[config.mk]
export PLATFORM = sky130hd
export DESIGN_NAME = port_sleep_seq
export DESIGN_NICKNAME = d
export VERILOG_FILES = /design/src/rtl/pss_pkg.sv /design/src/rtl/pss_sync.sv /design/src/rtl/pss_fsm.sv /design/src/rtl/pss_gate.sv /design/src/rtl/port_sleep_seq.sv
export SDC_FILE = /design/constraint.sdc
export NUM_CORES = 1
export LEC_CHECK = 0
export BUFFER_PORTS_ARGS = -buffer_cell sky130_fd_sc_hd__buf_4
export CAP_MARGIN = 15
export CORE_MARGIN = 2
export CORE_UTILIZATION = 46
export CTS_CLUSTER_SIZE = 10
export DETAILED_ROUTE_END_ITERATION = 10
export PLACE_DENSITY_LB_ADDON = 0.08
export REMOVE_ABC_BUFFERS = 1
export SETUP_SLACK_MARGIN = 0.02
export SYNTH_ARGS = -nofsm -noshare
export SYNTH_HDL_FRONTEND = slang
export SYNTH_HIERARCHICAL = 1
export SYNTH_SLANG_ARGS = --single-unit
[constraint.sdc]
create_clock -name clk_i -period 2.5 [get_ports clk_i]
set_input_delay 0.25 -clock clk_i [delete_from_list [all_inputs] [get_ports clk_i]]
set_output_delay 0.25 -clock clk_i [all_outputs]
set_load 0.01 [all_outputs]
[src/rtl/pss_pkg.sv]
package pss_pkg;
  typedef enum logic [2:0] {
    ST_NORMAL,
    ST_PRE_SLEEP,
    ST_SLEEP_HOLD,
    ST_SLEEP,
    ST_PRE_WAKE,
    ST_WAKE_HOLD
  } pss_state_e;
endpackage

[src/rtl/pss_sync.sv]
module pss_sync #(
  parameter int STAGES = 2
) (
  input  logic clk_i,
  input  logic rst_ni,
  input  logic d_i,
  output logic q_o
);
  logic [STAGES-1:0] ff_q;

  always_ff @(posedge clk_i or negedge rst_ni) begin
    if (!rst_ni) ff_q <= '0;
    else         ff_q <= {ff_q[STAGES-2:0], d_i};
  end

  assign q_o = ff_q[STAGES-1];
endmodule

[src/rtl/pss_fsm.sv]
module pss_fsm
  import pss_pkg::*;
#(
  parameter int PRE_SLEEP_CYC  = 3,
  parameter int POST_SLEEP_CYC = 2,
  parameter int PRE_WAKE_CYC   = 1,
  parameter int POST_WAKE_CYC  = 3,
  localparam int MAX_A = (PRE_SLEEP_CYC > POST_SLEEP_CYC) ? PRE_SLEEP_CYC : POST_SLEEP_CYC,
  localparam int MAX_B = (PRE_WAKE_CYC > POST_WAKE_CYC) ? PRE_WAKE_CYC : POST_WAKE_CYC,
  localparam int MAX_C = (MAX_A > MAX_B) ? MAX_A : MAX_B,
  localparam int CNT_W = (MAX_C > 1) ? $clog2(MAX_C) : 1
) (
  input  logic             clk_i,
  input  logic             rst_ni,
  input  logic             sleep_i,
  input  logic             acc_i,
  output pss_state_e       state_o,
  output logic [CNT_W-1:0] cnt_o,
  output logic             wake_first_o
);
  localparam logic [CNT_W-1:0] LD_PRE_SLEEP  = CNT_W'(PRE_SLEEP_CYC - 1);
  localparam logic [CNT_W-1:0] LD_POST_SLEEP = CNT_W'(POST_SLEEP_CYC - 1);
  localparam logic [CNT_W-1:0] LD_PRE_WAKE   = CNT_W'(PRE_WAKE_CYC - 1);
  localparam logic [CNT_W-1:0] LD_POST_WAKE  = CNT_W'(POST_WAKE_CYC - 1);

  pss_state_e       state_q, state_d;
  logic [CNT_W-1:0] cnt_q, cnt_d;
  logic             wf_q, wf_d;
  logic             cnt_done;

  assign cnt_done = (cnt_q == '0);

  always_comb begin
    state_d = state_q;
    cnt_d   = cnt_q;
    unique case (state_q)
      ST_NORMAL: if (sleep_i) begin
        state_d = ST_PRE_SLEEP;
        cnt_d   = LD_PRE_SLEEP;
      end
      ST_PRE_SLEEP: if (cnt_done) begin
        state_d = ST_SLEEP_HOLD;
        cnt_d   = LD_POST_SLEEP;
      end else cnt_d = cnt_q - 1'b1;
      ST_SLEEP_HOLD: if (cnt_done) state_d = ST_SLEEP;
                     else cnt_d = cnt_q - 1'b1;
      ST_SLEEP: if (!sleep_i) begin
        state_d = ST_PRE_WAKE;
        cnt_d   = LD_PRE_WAKE;
      end
      ST_PRE_WAKE: if (cnt_done) begin
        state_d = ST_WAKE_HOLD;
        cnt_d   = LD_POST_WAKE;
      end else cnt_d = cnt_q - 1'b1;
      ST_WAKE_HOLD: if (cnt_done) state_d = ST_NORMAL;
                    else cnt_d = cnt_q - 1'b1;
      default: state_d = ST_NORMAL;
    endcase
  end

  // pending until the first enabled access after wake-up
  always_comb begin
    wf_d = wf_q;
    if (state_q == ST_WAKE_HOLD && cnt_done) wf_d = 1'b1;
    else if (acc_i)                          wf_d = 1'b0;
  end

  always_ff @(posedge clk_i or negedge rst_ni) begin
    if (!rst_ni) begin
      state_q <= ST_NORMAL;
      cnt_q   <= '0;
      wf_q    <= 1'b0;
    end else begin
      state_q <= state_d;
      cnt_q   <= cnt_d;
      wf_q    <= wf_d;
    end
  end

  assign state_o      = state_q;
  assign cnt_o        = cnt_q;
  assign wake_first_o = wf_q;
endmodule

[src/rtl/pss_gate.sv]
module pss_gate
  import pss_pkg::*;
#(
  parameter int ADDR_W = 18
) (
  input  logic              clk_i,
  input  logic              rst_ni,
  input  pss_state_e        state_i,
  input  logic              wake_first_i,
  input  logic              ce_req_i,
  input  logic              rd_nwr_i,
  input  logic [ADDR_W-1:0] addr_i,
  input  logic              viol_clr_i,
  output logic              mem_ce_o,
  output logic              mem_we_o,
  output logic [ADDR_W-1:0] mem_addr_o,
  output logic              mem_sleep_o,
  output logic              out_en_o,
  output logic              rdata_valid_o,
  output logic              viol_o
);
  logic in_window, bad_req;
  logic ce_d1, ce_d2, rd_d1, viol_q;

  assign in_window = (state_i == ST_PRE_SLEEP) || (state_i == ST_SLEEP_HOLD) ||
                     (state_i == ST_PRE_WAKE)  || (state_i == ST_WAKE_HOLD);
  assign mem_sleep_o = (state_i == ST_SLEEP_HOLD) || (state_i == ST_SLEEP) ||
                       (state_i == ST_PRE_WAKE);

  assign mem_ce_o   = ce_req_i && (state_i == ST_NORMAL);
  assign mem_we_o   = mem_ce_o && !rd_nwr_i && !wake_first_i;
  assign mem_addr_o = mem_ce_o ? addr_i : '0;

  assign bad_req = ce_req_i && (in_window ||
                   (state_i == ST_NORMAL && wake_first_i && !rd_nwr_i));

  always_ff @(posedge clk_i or negedge rst_ni) begin
    if (!rst_ni) begin
      ce_d1  <= 1'b0;
      ce_d2  <= 1'b0;
      rd_d1  <= 1'b0;
      viol_q <= 1'b0;
    end else begin
      ce_d1  <= mem_ce_o;
      ce_d2  <= ce_d1;
      rd_d1  <= mem_ce_o && !mem_we_o;
      if (bad_req)         viol_q <= 1'b1;
      else if (viol_clr_i) viol_q <= 1'b0;
    end
  end

  assign out_en_o      = ce_d1 && ce_d2;
  assign rdata_valid_o = out_en_o && rd_d1;
  assign viol_o        = viol_q;
endmodule

[src/rtl/port_sleep_seq.sv]
module port_sleep_seq
  import pss_pkg::*;
#(
  parameter int ADDR_W         = 18,
  parameter int SYNC_STAGES    = 2,
  parameter int PRE_SLEEP_CYC  = 3,
  parameter int POST_SLEEP_CYC = 2,
  parameter int PRE_WAKE_CYC   = 1,
  parameter int POST_WAKE_CYC  = 3
) (
  input  logic              clk_i,
  input  logic              rst_ni,
  input  logic              sleep_req_i,
  input  logic              ce_req_i,
  input  logic              rd_nwr_i,
  input  logic [ADDR_W-1:0] addr_i,
  input  logic              viol_clr_i,
  output logic              mem_ce_o,
  output logic              mem_we_o,
  output logic [ADDR_W-1:0] mem_addr_o,
  output logic              mem_sleep_o,
  output logic              out_en_o,
  output logic              rdata_valid_o,
  output logic              viol_o
);
  localparam int MAX_A = (PRE_SLEEP_CYC > POST_SLEEP_CYC) ? PRE_SLEEP_CYC : POST_SLEEP_CYC;
  localparam int MAX_B = (PRE_WAKE_CYC > POST_WAKE_CYC) ? PRE_WAKE_CYC : POST_WAKE_CYC;
  localparam int MAX_C = (MAX_A > MAX_B) ? MAX_A : MAX_B;
  localparam int CNT_W = (MAX_C > 1) ? $clog2(MAX_C) : 1;

  logic             sleep_s;
  pss_state_e       state_q;
  logic [CNT_W-1:0] cnt_q;
  logic             wake_first;

  pss_sync #(.STAGES(SYNC_STAGES)) u_sync (
    .clk_i (clk_i),
    .rst_ni(rst_ni),
    .d_i   (sleep_req_i),
    .q_o   (sleep_s)
  );

  pss_fsm #(
    .PRE_SLEEP_CYC (PRE_SLEEP_CYC),
    .POST_SLEEP_CYC(POST_SLEEP_CYC),
    .PRE_WAKE_CYC  (PRE_WAKE_CYC),
    .POST_WAKE_CYC (POST_WAKE_CYC)
  ) u_fsm (
    .clk_i       (clk_i),
    .rst_ni      (rst_ni),
    .sleep_i     (sleep_s),
    .acc_i       (mem_ce_o),
    .state_o     (state_q),
    .cnt_o       (cnt_q),
    .wake_first_o(wake_first)
  );

  pss_gate #(.ADDR_W(ADDR_W)) u_gate (
    .clk_i        (clk_i),
    .rst_ni       (rst_ni),
    .state_i      (state_q),
    .wake_first_i (wake_first),
    .ce_req_i     (ce_req_i),
    .rd_nwr_i     (rd_nwr_i),
    .addr_i       (addr_i),
    .viol_clr_i   (viol_clr_i),
    .mem_ce_o     (mem_ce_o),
    .mem_we_o     (mem_we_o),
    .mem_addr_o   (mem_addr_o),
    .mem_sleep_o  (mem_sleep_o),
    .out_en_o     (out_en_o),
    .rdata_valid_o(rdata_valid_o),
    .viol_o       (viol_o)
  );
endmodule

# [After elaboration in Yosys (flattened, before gate mapping)]
# Cells that the tools add are included.
[word_totals] reg_bits=12 in_bits=24 elab_cells=66
[op_classes] add_sub_neg=1 n_eq_ne=12 muxes=18 n_reduce_logical=27
[op_table] operator="2-to-1 mux 18 bit" count=1
[op_table] operator="2-to-1 mux 3 bit" count=6
[op_table] operator="one-hot mux 3 bit (6 select lines)" count=1
[op_table] operator="logical AND 1 bit" count=10
[op_table] operator="2-to-1 mux 2 bit" count=5
[op_table] operator="one-hot mux 2 bit (5 select lines)" count=1
[op_table] operator="inequality test 2 x 1 -> 1 bit (second input constant)" count=4
[op_table] operator="== test 3 x 2 -> 1 bit (second input constant)" count=2
[op_table] operator="== test 3 bit (second input constant)" count=2
[op_table] operator="logical OR 1 bit" count=6
[op_table] operator="inequality test 2 bit (second input constant)" count=3
[op_table] operator="AND reduction 6 bit" count=1
[op_table] operator="nonzero test 5 bit" count=1
[op_table] operator="2-to-1 mux 1 bit" count=4
[op_table] operator="AND reduction 4 bit" count=1
[op_table] operator="nonzero test 2 bit" count=2
[op_table] operator="== test 3 x 1 -> 1 bit (second input constant)" count=1
[op_table] operator="zero test 1 bit" count=3
[op_table] operator="zero test 3 bit" count=1
[op_table] operator="zero test 2 bit" count=1
[op_table] operator="OR reduction 2 bit" count=1
[op_table] operator="subtractor 2 x 1 -> 2 bit (second input constant)" count=1

# [Depth between registers and ports, before layout]
# Gate-level depths: netlist (run 1).
[depth] ltp_word=7 depth_mapped=6 mapped_depth_nobuf=6

# [Modules after synthesis]
# The synthesis (run 1) kept the hierarchy.
[modules_own_cells] module="pss_fsm" n_inst=1 cells_each=50 area_per_inst_um2=452.9 seq_area_each_um2=150.1
[modules_own_cells] module="pss_gate" n_inst=1 cells_each=39 area_per_inst_um2=329.1 seq_area_each_um2=100.1
[modules_own_cells] module="pss_sync" n_inst=1 cells_each=2 area_per_inst_um2=50.0 seq_area_each_um2=50.0

# [Worst setup path after synthesis (run 1)]
# Ideal clock, no wire load.
[synth_path] path_type="register -> register" from="reg u_fsm.cnt_q[0], in the netlist u_fsm/cnt_o[0]" to="reg u_fsm.cnt_q[1], in the netlist u_fsm/cnt_o[1]" setup_time_ps=125 t_arrival_ps=1377 setup_slack_ps=998 stages_incl_launch_ff=6 path_cell_list="dfrtp_1 inv_1 ha_1 a22oi_1 o221ai_2 mux2_4"
[synth_between] elab_chain_cells=3 elab_cells_between_ends=8 cone_classes="add/sub: 1; eq/ne: 1; mux: 4; reduce/logical: 2"
[synth_lines] item="start: declaration" line="pss_fsm.sv:27" text="logic [CNT_W-1:0] cnt_q, cnt_d;"
[synth_lines] item="start signal: assignment" line="pss_fsm.sv:75" text="cnt_q <= cnt_d;"
[synth_lines] item="subtractor 2 x 1 -> 2 bit or zero test 2 bit (tied branches)"
[synth_lines] item="2-to-1 mux 2 bit (tied with other cells)" line="pss_fsm.sv:45, pss_fsm.sv:55"
[synth_lines] item="one-hot mux 2 bit (5 select lines) or AND reduction 4 bit (tied branches)"
# Parallel ways exist; a longest one is shown, timed or not. The select of a mux whose other input is x is not followed.
# A chain may end at the register's enable or synchronous reset.

# [Worst setup path in the final report (run 1)]
[layout_path] from="reg u_fsm.state_q[2], in the netlist u_fsm/state_o[2]" to="out mem_we_o"
[layout_between] elab_chain_cells=4
[layout_lines] item="start: declaration" line="pss_fsm.sv:26" text="pss_state_e state_q, state_d;"
[layout_lines] item="start signal: assignment" line="pss_fsm.sv:74" text="state_q <= state_d;"
[layout_lines] item="zero test 3 bit" line="pss_gate.sv:30" text="assign mem_ce_o = ce_req_i && (state_i == ST_NORMAL);"
[layout_lines] item="logical AND 1 bit" line="pss_gate.sv:30"
[layout_lines] item="logical AND 1 bit (2 in a row)" line="pss_gate.sv:31" text="assign mem_we_o = mem_ce_o && !rd_nwr_i && !wake_first_i;"
[layout_lines] item="end: declaration" line="port_sleep_seq.sv:19" text="output logic mem_we_o,"
# Every way passes these cells.

==> results of run 1 <==
## critical path, stage by stage, from the launching register on
cell and delay [ns]:
dfrtp_1 0.54, nor3_2 0.23, buf_4 0.22, and2_4 0.19
nor3b_2 0.15, buf_4 0.14
## layout make-up
cell class	instances	area, sq um	share of cell area [%]
multi-input cells	65	453	37.2
repair buffers	49	370	30.4
flip-flops and latches	12	300	24.7
clock buffers	4	36.3	2.98
well taps	25	31.3	2.57
inverters	7	26.3	2.16
## power by group through the flow
| stage | Sequential [mW] | Combinational (mW) | Clock (mW) |
|---|---|---|---|
| floorplan | 0.360 | 0.464 | 0 |
| global placement | 0.376 | 0.708 | 0 |
| detailed placement | 0.382 | 0.725 | 0 |
| CTS | 0.379 | 0.729 | 0.165 |
| global route | 0.399 | 0.802 | 0.174 |
| finish | 0.378 | 0.728 | 0.159 |
## cell families (layout without fill, tap and decap cells)
logic type	after synthesis	in the layout	synth area share, %
adder cells (fa/ha/maj)	3	3	4.51
flip-flops	12	12	36.1
multiplexers	5	5	6.92
AND/OR/NAND/NOR	41	41	29.6
buffers and inverters	14	60	9.47
AO/OA/AOI/OAI	16	16	13.4
## stage by stage
stage	hold slack, ns	total power [mW]	setup WS (ns)	std cells
final	0.0717	1.26	0.494	162
after global routing	0.0514	1.38	0.371	162
after CTS	0.0634	1.27	0.487	162
after detailed placement	0.0965	1.11	0.808	157
after global placement	0.0953	1.08	0.847	157
after floorplan	-0.0456	0.824	0.680	84
## what timing repair did
action,in CTS,in global routing
endpoints found under the setup margin,0,0
hold endpoints to repair,12,0
hold buffers,1,0
setup buffers,0,0
## cells in the final DEF (no fill, tap or decap)
| cell | count |
|---|---|
| o221ai_2 | 1 |
| dlygate4sd3_1 | 1 |
| a22oi_1 | 1 |
| ha_1 | 3 |
| mux2_4 | 1 |
| buf_4 | 48 |
| and2_1 | 1 |
| clkbuf_4 | 3 |
| clkbuf_8 | 1 |
| and2_4 | 1 |
| nor3_2 | 1 |
| nand2_1 | 3 |
| nor3b_2 | 1 |
| dfrtp_1 | 12 |
| nand3_1 | 1 |
| o22ai_1 | 2 |
| nor2_1 | 6 |
| mux2_2 | 2 |
| nor3_1 | 2 |
| or2b_1 | 3 |
| and3_1 | 20 |
| inv_2 | 1 |
| o21ai_0 | 3 |
| o21ai_2 | 1 |
| a21oi_1 | 4 |
| mux2i_1 | 2 |
| nand2b_1 | 2 |
| inv_1 | 6 |
| a32o_1 | 1 |
| a21oi_2 | 1 |
| o21a_1 | 1 |
| a31oi_1 | 1 |
## how the worst max path moves through the flow
stage	startpoint	endpoint	depth (start not counted)
2_1_floorplan	u_fsm/state_o[2]$_DFFE_PN0P_	mem_we_o	3
3_3_place_gp	u_fsm/state_o[2]$_DFFE_PN0P_	mem_we_o	5
3_5_place_dp	u_fsm/state_o[2]$_DFFE_PN0P_	mem_we_o	5
4_1_cts	u_fsm/state_o[2]$_DFFE_PN0P_	mem_we_o	5
5_1_grt	u_fsm/state_o[2]$_DFFE_PN0P_	mem_we_o	5
6_report	u_fsm/state_o[2]$_DFFE_PN0P_	mem_we_o	5
## flip-flops by register name, indices dropped and copies added, names as in the netlist
name	count
u_sync/ff_q	2
u_fsm/wake_first_o	1
u_fsm/cnt_o	2
u_gate/viol_o	1
u_gate/ce_d1	1
u_fsm/state_o	3
u_gate/rd_d1	1
u_gate/ce_d2	1
## routing by layer
metal	track usage [%]	wire [um]
met2	31.4	1020
met5	0	0
met3	6.67	130
met4	10.3	44
met1	24.5	869
==> metrics.yaml, run 1 <==
status: "completed"
fin_area_sq_um: 1220
cts_tree: "done"
drcViolationCount: 0
report.final.slew_viol_count: 0
pwr-share-comb_pct: 57.5
core-area_sq_um: 1710
ys_warn_count: 6
vias_per_cell: 5.04
synthTopCellsByArea: "dfrtp_1 (36%), and3_1 (15%), ha_1 (4.5%), buf_6 (4.1%), inv_1 (2.7%)"
grt_max_degree: 21
hold_class: "in2reg"
switching_power_uw: 525
min_period_ns: 2.01
crit_fanout: 20
htreeDepth: 1
antenna_found_initial: 0
worstSkewPairLatency_ns: 0.28
place_hpwl_um: 1550
grt_pass1_vias: 647
min_path_cells: 1
numCtsBuffers: 3
clkTransAtPathRegs_ns: 0.08
rsz0062_at_grt: "no"
max-cap-violations: 0
arrival_ns: 1.76
synth.avg_cell_area_sq_um: 9.14
drt_iter0_drc: 20
grt_usage_pct: 20.1
cts-root-buf: "clkbuf_4"
setup_viol: 0
max_slew_margin_pct: 70.6
start_util_pct: 48.7
leakage_nw: 0.679
yosys.area.top_type: "dfrtp_1"
power.share.sequential_pct: 29.9
synth_edf_count: 0
cp-end-kind: "output port"
synthDominantCellAreaShare_pct: 36.1
pwr-share-clk_pct: 12.6
synthFlopType: "dfrtp_1"
p_int_uw: 740
gp_congestion: 0.867
swShare_pct: 41.5
netlist_top_cells_count: "and3_1 (20), dfrtp_1 (12), inv_1 (6), nor2_1 (6), a21oi_1 (4)"
syn_area_sq_um: 832
ir_drop_uv: 680
drive_gt1_share_pct: 45.3
fmax_mhz: 499
ioPinCount: 48
async_flop_share_pct: 100
drtPass1Iterations: 4
clockBufferDepth: 2
io_buffers: 47
die_y_um: 46.5
ys_ff_latch: 12
layout.nets: 165
critical_path_required_ns: 2.25
finalSetupTns_ns: 0
ys_types: 31
rr_startpoint: "u_fsm/cnt_o[0]$_DFFE_PN0P_"
power_density_nw_per_um2: 1040
skew_ns: 0.00306
crit_type: "reg2out"
cp-start-kind: "flop"
reg2regPathDepth: 5
wl_per_cell_um: 12.7
period_share_pct: 80.2
wl_um: 2060
worst_r2r_endpoint: "u_fsm/cnt_o[1]$_DFFE_PN0P_"
hold_viol: 0
area_growth_pct: 46.3
fin_util_pct: 71.3
routed-via-count: 817
placed_cell_area_sq_um: 1170
tightest_slew_ns: 0.441
fillCellCount: 154
seq_area_frac_synth_pct: 36.1
r2r_slack_ns: 0.78
fp.dieArea_sq_um: 2170
synthCells: 91
synth.most_common_cell: "and3_1"
clock-sinks: 12
n_antenna_cell: 0
die_width_um: 46.5
gr-total-overflow: 0
postRouteAntennaNets: 0
grt_pass1_wl_um: 2970
hold_path_end: "u_sync/ff_q[0]$_DFF_PN0_"
cts_resized: 0
hold_path_startpoint: "sleep_req_i"
rows: 15
Note: power is estimated with default switching activity, not from simulation.
==> run 2, diff against run 1 <==
--- a/config.mk
+++ b/config.mk
@@ -8,7 +8,7 @@
 export BUFFER_PORTS_ARGS = -buffer_cell sky130_fd_sc_hd__buf_4
 export CAP_MARGIN = 15
 export CORE_MARGIN = 2
-export CORE_UTILIZATION = 46
+export CORE_UTILIZATION = 43
 export CTS_CLUSTER_SIZE = 10
 export DETAILED_ROUTE_END_ITERATION = 10
 export PLACE_DENSITY_LB_ADDON = 0.08
==> constraint.sdc (replaced) <==
create_clock -name clk_i -period 1.9 [get_ports clk_i]
set_input_delay 0.19 -clock clk_i [delete_from_list [all_inputs] [get_ports clk_i]]
set_output_delay 0.19 -clock clk_i [all_outputs]
set_load 0.01 [all_outputs]
==> metrics.yaml, run 2 (synthesis gave the netlist of run 1 again) <==
skew_ns: 0.00894  # was 0.00306 ns
io_buffers: 47  # unchanged
start_util_pct: 47.2  # was 48.7%
vias_per_cell: 5.10  # was 5.04
die_y_um: 48.0  # was 46.5 um
ioPinCount: 48  # unchanged
leakage_nw: 0.674  # was 0.679 nW
slowest_delay_ns: 0.51  # was 0.54 ns
fin_util_pct: 68.8  # was 71.3%
drcViolationCount: 0  # unchanged
rsz0062_at_grt: "no"  # unchanged
postRouteAntennaNets: 0  # unchanged
grt_pass1_vias: 740  # was 647
max_slew_margin_pct: 73.3  # was 70.6%
drive_gt1_share_pct: 46.7  # was 45.3%
gp_congestion: 0.847  # was 0.867
clock-sinks: 12  # unchanged
fmax_mhz: 569
fillCellCount: 162  # was 154
crit_family: "flip-flops"  # was simple AND/OR/NAND/NOR gates
cp-start-kind: "flop"  # unchanged
gr-total-overflow: 0  # unchanged
slowest_stage: "dfrtp_2"  # was dfrtp_1
power_density_nw_per_um2: 1350  # was 1040 nW/um^2
tightest_slew_ns: 0.400  # was 0.441 ns
grt_usage_pct: 19.7  # was 20.1%
crit_type: "reg2out"  # unchanged
min_period_ns: 1.76
grt_busiest_layer: "met2"  # unchanged
largest_reg_flops: 3  # unchanged
clkTransAtPathRegs_ns: 0.06  # was 0.08 ns
cts-root-buf: "clkbuf_4"  # unchanged
finalSetupTns_ns: 0  # unchanged
worstSkewPairLatency_ns: 0.27  # was 0.28 ns
fp.dieArea_sq_um: 2300  # was 2170 sq um
grt_util_met3_pct: 6.79  # was 6.67%
critical_path_required_ns: 1.71  # was 2.25 ns
timing.critical_path.mode_cell: "buf_4"  # unchanged
hold_class: "in2reg"  # unchanged
wl_per_cell_um: 12.7  # about the same
final_cell_mix: "buf_4 (49), and3_1 (20), dfrtp_1 (10)"  # was buf_4 (48), and3_1 (20), dfrtp_1 (12)
report.final.slew_viol_count: 0  # unchanged
cp-end-kind: "output port"  # unchanged
drt_iter0_drc: 33  # was 20
die_width_um: 48.0  # was 46.5 um
clockBufferDepth: 2  # unchanged
area_growth_pct: 45.9  # was 46.3%
max-cap-violations: 0  # unchanged
numCtsBuffers: 3  # unchanged
path_buf_inv: 2  # unchanged
cp_cell_sequence: "nor3_2 > buf_4 > and3_1 > buf_4"  # was nor3_2 > buf_4 > and2_4 > nor3b_2 > buf_4
rows: 15  # unchanged
crit_fanout: 15  # was 20
antenna_found_initial: 0  # unchanged
place_hpwl_um: 1570  # was 1550 um
n_antenna_cell: 0  # unchanged
cts_tree: "done"  # unchanged
core-area_sq_um: 1760  # was 1710 sq um
drtPass1Iterations: 4  # unchanged
routed-via-count: 827  # was 817
use_met1_pct: 28.0  # was 24.5%
period_share_pct: 92.5
final_common_cell: "buf_4"  # unchanged
htreeDepth: 1  # unchanged
wl_um: 2050  # was 2060 um
layout.nets: 166  # was 165
grt_pass1_wl_um: 3190  # was 2970 um
grt_max_degree: 21  # unchanged
status: "completed"  # unchanged
gr-usage-met2_pct: 29.3  # was 31.4%
ir_drop_uv: 1030  # was 680 uV
arrival_ns: 1.57  # was 1.76 ns
hold_viol: 0  # unchanged
setup_viol: 0  # unchanged
## run 2: routing by layer
layer,vias to the layer above,share of wire [%]
li1,416,-
met1,380,43
met2,31,49
met3,0,7.3
met4,0,0
met5,-,0
## run 2: worst paths after layout
path	start	to	slack (ns)	cells after the start
setup / recovery	u_fsm/state_o[2]$_DFFE_PN0P_	mem_addr_o[8]	0.14	4
hold / removal	sleep_req_i	u_sync/ff_q[0]$_DFF_PN0_	0.03	1
setup reg to reg	u_fsm/cnt_o[0]$_DFFE_PN0P_	u_fsm/cnt_o[1]$_DFFE_PN0P_	0.25	5
hold reg to reg	u_sync/ff_q[0]$_DFF_PN0_	u_sync/ff_q[1]$_DFF_PN0_	0.35	0
max in group asynchronous	rst_ni	u_fsm/state_o[2]$_DFFE_PN0P_	1.43	2
min in group asynchronous	rst_ni	u_gate/ce_d1$_DFF_PN0_	0.29	2
## run 2: area by class of cell
type	instances	area [sq um]	area share [%]
Tap cell	25	31.3	2.58
Clock buffer	3	22.5	1.86
Sequential cell	12	303	24.9
Timing Repair Buffer	50	378	31.1
Inverter	7	26.3	2.16
Multi-Input combinational cell	65	453	37.3
## run 2: power breakdown
| group | internal, mW | switching [mW] |
|---|---|---|
| sequential | 0.354 | 0.156 |
| clock | 0.0733 | 0.0775 |
| combinational | 0.527 | 0.454 |
| total | 0.954 | 0.687 |
## run 2: metrics by stage
stage	cells	total power, mW	worst slack, ns	hold slack (ns)	instance area [sq um]
2_1_floorplan	84	1.08	0.140	-0.106	779
4_1_cts	162	1.64	0.0757	0.0237	1210
5_1_grt	162	1.79	0.0519	0.0143	1210
6_report	162	1.64	0.143	0.0313	1210
3_3_place_gp	158	1.45	0.336	0.0354	1180
3_5_place_dp	158	1.48	0.252	0.0385	1180
## run 2: repair_timing
item                                    CTS  global route
setup buffers                             0             0
hold buffers                              1             0
endpoints found under the hold margin    12             0
gates resized for setup                   0             2
endpoints found under the setup margin    0            14
